<file path="src/rtl/r1b_fix_pkg.sv">
package r1b_fix_pkg;
  localparam int STAT_W      = 32;
  localparam int ST_RESP     = 0;
  localparam int ST_DEND     = 1;
  localparam int ST_DTO      = 20;
  localparam int CF_DATA     = 5;
  localparam int XM_AUTOSTOP = 2;
  localparam int XM_MULTI    = 5;

  typedef enum logic [1:0] {
    FIX_NONE     = 2'd0,
    FIX_NODATA   = 2'd1,
    FIX_AUTOSTOP = 2'd2
  } fix_mode_e;
endpackage

</file>
<file path="src/rtl/r1b_tick.sv">
module r1b_tick #(
  parameter int DIV = 100000
) (
  input  logic clk_i,
  input  logic rst_ni,
  input  logic clr_i,
  input  logic en_i,
  output logic tick_o
);
  localparam int CW = (DIV > 1) ? $clog2(DIV) : 1;

  logic [CW-1:0] pre_q;

  assign tick_o = (pre_q == CW'(DIV - 1));

  always_ff @(posedge clk_i or negedge rst_ni) begin
    if (!rst_ni)      pre_q <= '0;
    else if (clr_i)   pre_q <= '0;
    else if (en_i)    pre_q <= tick_o ? '0 : pre_q + CW'(1);
  end
endmodule

</file>
<file path="src/rtl/r1b_arm.sv">
module r1b_arm
  import r1b_fix_pkg::*;
(
  input  logic        clk_i,
  input  logic        rst_ni,
  input  logic        cmd_wr_i,
  input  logic [15:0] cmd_flags_i,
  input  logic        xfer_wr_i,
  input  logic [15:0] xfer_mode_i,
  input  logic        waiting_i,
  input  logic        finish_i,
  output fix_mode_e   mode_o
);
  logic      auto_q, multi_q;
  fix_mode_e mode_q;
  logic      unused_bits;

  assign unused_bits = ^{cmd_flags_i[15:6], cmd_flags_i[4:2],
                         xfer_mode_i[15:6], xfer_mode_i[4:3], xfer_mode_i[1:0]};
  assign mode_o = mode_q;

  always_ff @(posedge clk_i or negedge rst_ni) begin
    if (!rst_ni) begin
      auto_q  <= 1'b0;
      multi_q <= 1'b0;
    end else if (xfer_wr_i) begin
      auto_q  <= xfer_mode_i[XM_AUTOSTOP];
      multi_q <= xfer_mode_i[XM_MULTI];
    end
  end

  always_ff @(posedge clk_i or negedge rst_ni) begin
    if (!rst_ni) mode_q <= FIX_NONE;
    else if (finish_i) mode_q <= FIX_NONE;
    else if (cmd_wr_i && !waiting_i) begin
      if (cmd_flags_i[CF_DATA]) begin
        if (auto_q && multi_q) mode_q <= FIX_AUTOSTOP;
      end else if (cmd_flags_i[1:0] == 2'b11) begin
        mode_q <= FIX_NODATA;
      end
    end
  end
endmodule

</file>
<file path="src/rtl/r1b_wait.sv">
module r1b_wait
  import r1b_fix_pkg::*;
#(
  parameter int DEADLINE_TICKS = 250
) (
  input  logic              clk_i,
  input  logic              rst_ni,
  input  fix_mode_e         mode_i,
  input  logic [STAT_W-1:0] core_stat_i,
  input  logic              busy_i,
  input  logic              tick_i,
  output logic              waiting_o,
  output logic              clr_o,
  output logic [STAT_W-1:0] watch_o,
  output logic [STAT_W-1:0] set_o,
  output logic              finish_o
);
  localparam int DLW = $clog2(DEADLINE_TICKS + 1);

  logic           wait_q;
  logic [DLW-1:0] dl_q;
  logic           hit, done_ok, tmo;

  always_comb begin
    watch_o = '0;
    case (mode_i)
      FIX_NODATA:   watch_o[ST_RESP] = 1'b1;
      FIX_AUTOSTOP: watch_o[ST_DEND] = 1'b1;
      default:      watch_o = '0;
    endcase
  end

  assign hit     = !wait_q && |(core_stat_i & watch_o);
  assign clr_o   = hit && busy_i;
  assign done_ok = (hit && !busy_i) || (wait_q && tick_i && !busy_i);
  assign tmo     = wait_q && tick_i && busy_i && (dl_q == DLW'(DEADLINE_TICKS - 1));
  assign finish_o  = done_ok || tmo;
  assign waiting_o = wait_q;

  always_comb begin
    set_o = '0;
    if (done_ok) begin
      set_o[ST_DEND] = 1'b1;
      set_o[ST_RESP] = (mode_i == FIX_NODATA);
    end else if (tmo) begin
      set_o[ST_DTO] = 1'b1;
    end
  end

  always_ff @(posedge clk_i or negedge rst_ni) begin
    if (!rst_ni) begin
      wait_q <= 1'b0;
      dl_q   <= '0;
    end else if (clr_o) begin
      wait_q <= 1'b1;
      dl_q   <= '0;
    end else begin
      if (finish_o)              wait_q <= 1'b0;
      if (wait_q && tick_i)      dl_q   <= dl_q + DLW'(1);
    end
  end
endmodule

</file>
<file path="src/rtl/r1b_merge.sv">
module r1b_merge
  import r1b_fix_pkg::*;
(
  input  logic              clk_i,
  input  logic              rst_ni,
  input  logic [STAT_W-1:0] core_stat_i,
  input  logic [STAT_W-1:0] hide_i,
  input  logic [STAT_W-1:0] set_i,
  input  logic              reg_wr_i,
  input  logic [STAT_W-1:0] reg_wdata_i,
  output logic [STAT_W-1:0] synth_o,
  output logic [STAT_W-1:0] stat_o
);
  logic [STAT_W-1:0] synth_q, wclr;

  assign wclr    = reg_wr_i ? reg_wdata_i : '0;
  assign synth_o = synth_q;
  assign stat_o  = (core_stat_i & ~hide_i) | synth_q;

  // a new set wins over a same-cycle clear
  always_ff @(posedge clk_i or negedge rst_ni) begin
    if (!rst_ni) synth_q <= '0;
    else         synth_q <= (synth_q & ~wclr) | set_i;
  end
endmodule

</file>
<file path="src/rtl/r1b_busy_fixer.sv">
module r1b_busy_fixer
  import r1b_fix_pkg::*;
#(
  parameter int CLK_HZ         = 100_000_000,
  parameter int TICK_HZ        = 1000,
  parameter int DEADLINE_TICKS = 250
) (
  input  logic        clk_i,
  input  logic        rst_ni,
  input  logic        cmd_wr_i,
  input  logic [15:0] cmd_flags_i,
  input  logic        xfer_wr_i,
  input  logic [15:0] xfer_mode_i,
  input  logic [31:0] core_stat_i,
  input  logic        dat_active_i,
  input  logic        dat_inhibit_i,
  input  logic        reg_wr_i,
  input  logic [31:0] reg_wdata_i,
  output logic [31:0] stat_o,
  output logic        core_wr_o,
  output logic [31:0] core_wdata_o,
  output logic        resp_en_force_o
);
  localparam int DIV = (CLK_HZ / TICK_HZ > 0) ? CLK_HZ / TICK_HZ : 1;

  fix_mode_e         mode_w;
  logic              busy_w, tick_w, waiting_w, clr_w, finish_w;
  logic [STAT_W-1:0] watch_w, set_w, hide_w, synth_w;

  assign busy_w = dat_active_i | dat_inhibit_i;
  assign hide_w = watch_w & {STAT_W{waiting_w | clr_w}};

  r1b_arm i_arm (
    .clk_i, .rst_ni, .cmd_wr_i, .cmd_flags_i, .xfer_wr_i, .xfer_mode_i,
    .waiting_i(waiting_w), .finish_i(finish_w), .mode_o(mode_w)
  );

  r1b_tick #(.DIV(DIV)) i_tick (
    .clk_i, .rst_ni, .clr_i(clr_w), .en_i(waiting_w), .tick_o(tick_w)
  );

  r1b_wait #(.DEADLINE_TICKS(DEADLINE_TICKS)) i_wait (
    .clk_i, .rst_ni, .mode_i(mode_w), .core_stat_i, .busy_i(busy_w),
    .tick_i(tick_w), .waiting_o(waiting_w), .clr_o(clr_w),
    .watch_o(watch_w), .set_o(set_w), .finish_o(finish_w)
  );

  r1b_merge i_merge (
    .clk_i, .rst_ni, .core_stat_i, .hide_i(hide_w), .set_i(set_w),
    .reg_wr_i, .reg_wdata_i, .synth_o(synth_w), .stat_o
  );

  assign core_wr_o       = reg_wr_i | clr_w;
  assign core_wdata_o    = (reg_wr_i ? reg_wdata_i : '0) | (clr_w ? watch_w : '0);
  assign resp_en_force_o = (mode_w == FIX_NODATA);
endmodule

</file>
<file path="config.mk">
export PLATFORM = sky130hd
export DESIGN_NAME = r1b_busy_fixer
export DESIGN_NICKNAME = d
export VERILOG_FILES = /design/src/rtl/r1b_fix_pkg.sv /design/src/rtl/r1b_tick.sv /design/src/rtl/r1b_arm.sv /design/src/rtl/r1b_wait.sv /design/src/rtl/r1b_merge.sv /design/src/rtl/r1b_busy_fixer.sv
export SDC_FILE = /design/constraint.sdc
export NUM_CORES = 1
export LEC_CHECK = 0
export BUFFER_PORTS_ARGS = -buffer_cell sky130_fd_sc_hd__clkbuf_2
export CORE_UTILIZATION = 54
export CTS_CLUSTER_DIAMETER = 60
export DETAILED_ROUTE_END_ITERATION = 7
export HOLD_SLACK_MARGIN = 0.1
export PLACE_DENSITY = 0.87
export SYNTH_ARGS = -nofsm -noshare
export SYNTH_HDL_FRONTEND = slang
export SYNTH_HIERARCHICAL = 1
export SYNTH_SLANG_ARGS = --single-unit
</file>
<file path="constraint.sdc">
create_clock -name clk_i -period 6.25 [get_ports clk_i]
set_input_delay 1.875 -clock clk_i [delete_from_list [all_inputs] [get_ports clk_i]]
set_output_delay 1.875 -clock clk_i [all_outputs]
set_load 0.05 [all_outputs]
</file>
==> results.yml <==
logic_synthesis:
  synthTopCellsByArea: "dfrtp_1 (36%), a21o_1 (12%), buf_4 (10%)"
  synth_cells: 479
  async_flop_share_pct: 100.0
  netlist.area_leader.share_pct: 35.61
  synth-main-ff-cell: "dfrtp_1"
  synth_edf_count: 0
  yosys_warnings: 6
  syn_avg_cell_area_um2: 9.095
  synthDistinctLibCells: 52
  synth_area_leader_cell: "dfrtp_1"
  seq_area_frac_synth_pct: 35.61
  ys_ff_latch: 62
  syn-cell-area_um2: 4357
floorplan:
  fp-row-count: 32
  fp.dieH_um: 91.82
  die-area_um2: 8431
  io-pin-count: 169
  fp.dieW_um: 91.82
  start_util_pct: 56.09
  core_area_um2: 7767
placement:
  pre_cts_ws_ps: 1020
  dp_hpwl_um: 7215
  placement.io_buffers: 141
  place.gp.congestion: 0.8750
global_route:
  grt-ovfl-total: 0
  grt_pass1_wl_um: 16480
  grt_max_degree: 63
  grt.total_usage_pct: 24.57
  grt_pass1_vias: 3706
  antenna_found_initial: 0
timing:
  worst_pin_slew_ps: 784.0
  fin_crit_sh_pct: 83.36
  rsz0062_at_grt: "false"
  fin_crit_ps: 5210
  hold_viol: 0
  drv_slew: 0
  setup_viol: 0
  clock_skew_ps: 7.815
  finalSetupTns_ps: 0
  fmax_mhz: 191.9
  max_slew_margin_pct: 47.74
  fin_ws_ps: 1040
clocking:
  cts_buffer_depth: 2
  clk_latency_ps: 340
  tritoncts: "done"
  cts.sinks: 62
  h-tree-depth: 3
  cts_setup_buffers: 0
  path_clk_slew_ps: 60
  cts.repair.resized: 0
  cts_hold_buf: 0
  clockRootBuffer: "clkbuf_8"
  cts_buffers: 9
worst_setup_path:
  worst_path_most_repeated_cell: "clkbuf_2"
  path_cells: "clkbuf_2, and3b_1, o211a_2, o21a_1, inv_1, a21o_1, clkbuf_2"
  crit_slowest_cell: "o211a_2"
  cpPeakStageDelay_ps: 530
  cp_max_fo: 26
  required_ps: 4380
  crit_type: "input pin to output pin"
  crit_path_end_kind: "output pin"
  crit_arrival_ps: 3330
  setup.worst_path.start_class: "input pin"
finish:
  layout-drive-gt1-share_pct: 28.20
  fin_nets: 719
  fillers: 661
  antenna_cells: 0
  final_common_cell: "clkbuf_2"
  final_cell_mix: "clkbuf_2 (141), a21o_1 (67), dfrtp_1 (62), conb_1 (59), nand2_1 (43)"
  syn2layout_area_growth_pct: 15.71
worst_hold_path:
  hold_path.class: "register to register"
power:
  p_per_area_nw_per_um2: 291.3
  max-vdd-ir-drop_v: 0.0001700
  power_leakage_uw: 0.002484
detailed_routing:
  avgRoutedWirePerCell_um: 13.83
  drc: 0
  drt_iter0_markers: 238
  via_count: 3789
  drtAntennaViolNets: 0
  dr.pass1.iters: 4
  vias_per_cell: 5.270
  drt-total-wl_um: 9946
status:
  status: "finished, final reports clean"
run:
  cap_violations: 0
worst max-delay path, delay by kind of cell:
family,cells,cell delay [ps]
AND/OR/NAND/NOR,1,180
AO/OA/AOI/OAI,3,900
buffers and inverters,3,380
final cells by class:
cell class / count / area [um2] / area share [%]
multi-input combinational: 355 / 2246 / 44.55
sequential: 62 / 1551 / 30.78
timing repair buffer: 147 / 750.7 / 14.89
clock buffer: 12 / 155.1 / 3.078
inverter: 38 / 142.6 / 2.829
tap: 102 / 127.6 / 2.532
clock inverter: 3 / 67.56 / 1.340
synthesized netlist by cell type, types with 5 or more instances:
| cell | n |
|---|---|
| xor2_1 | 5 |
| buf_2 | 9 |
| a21oi_1 | 14 |
| xnor2_1 | 5 |
| nand2_1 | 43 |
| buf_6 | 12 |
| inv_1 | 38 |
| buf_4 | 60 |
| or4_1 | 5 |
| o21ai_0 | 10 |
| a21o_1 | 67 |
| o21a_1 | 32 |
| nor4_1 | 6 |
| dfrtp_1 | 62 |
| nand3_1 | 7 |
| a22o_1 | 32 |
| nor2_1 | 12 |
state kept, by name, summed over array words and instances (netlist names):
signal,flops
i_arm/auto_q,1
i_arm/mode_o,2
i_arm/multi_q,1
i_merge/synth_o,32
i_tick/pre_q,17
i_wait/dl_q,8
i_wait/waiting_o,1
through the flow:
stage	instances	utilization [%]	hold slack [ps]	instance area [um2]	power (uW)
5_1_grt	719	64.90	507.5	5041	1556
2_1_floorplan	537	-	451.0	4574	966.3
4_1_cts	719	64.90	484.5	5041	1469
3_5_place_dp	704	62.03	468.8	4818	1069
6_report	719	64.90	478.3	5041	1468
3_3_place_gp	704	62.03	460.9	4818	1040
worst paths after layout:
| kind | to | slack [ps] | cells past startpoint | startpoint |
|---|---|---|---|---|
| max in group asynchronous | i_tick/pre_q[13] | 4030 | 2 | rst_ni |
| min in group asynchronous | i_merge/synth_o[14] | 1710 | 2 | rst_ni |
| worst max-delay path | stat_o[0] | 1040 | 7 | core_stat_i[0] |
| worst min-delay path | i_merge/synth_o[18] | 480 | 1 | i_merge/synth_o[18] |
| worst min register to register | i_merge/synth_o[18] | 480 | 1 | i_merge/synth_o[18] |
| worst max register to register | i_tick/pre_q[15] | 3180 | 7 | i_arm/mode_o[1] |
cells by family after synthesis:
group / count (synthesis) / synth area share, %
xor+xnor: 10 / 2.010
flops: 62 / 35.61
simple gates: 112 / 13.90
fa+ha+maj: 3 / 0.8617
compound gates: 168 / 28.95
other cells: 1 / 0.08607
mux: 3 / 0.7467
buf+inv: 120 / 17.83
power breakdown:
part | switching (uW) | internal [uW] | total (uW) | leakage (uW)
clock | 147 | 244 | 391 | 0.000109
sequential | 79.9 | 475 | 555 | 0.000703
combinational | 342 | 181 | 523 | 0.00167
total | 568 | 900 | 1470 | 0.00248
layer usage:
layer  vias up  share of wire, %  track usage, %
li1       1833                 -               -
met1      1807                42           29.14
met3        17               5.7           6.385
met4         0               1.5           8.333
met5         -                 0               0
met2       132                51           43.17
Power figures use the tool's default switching activity.
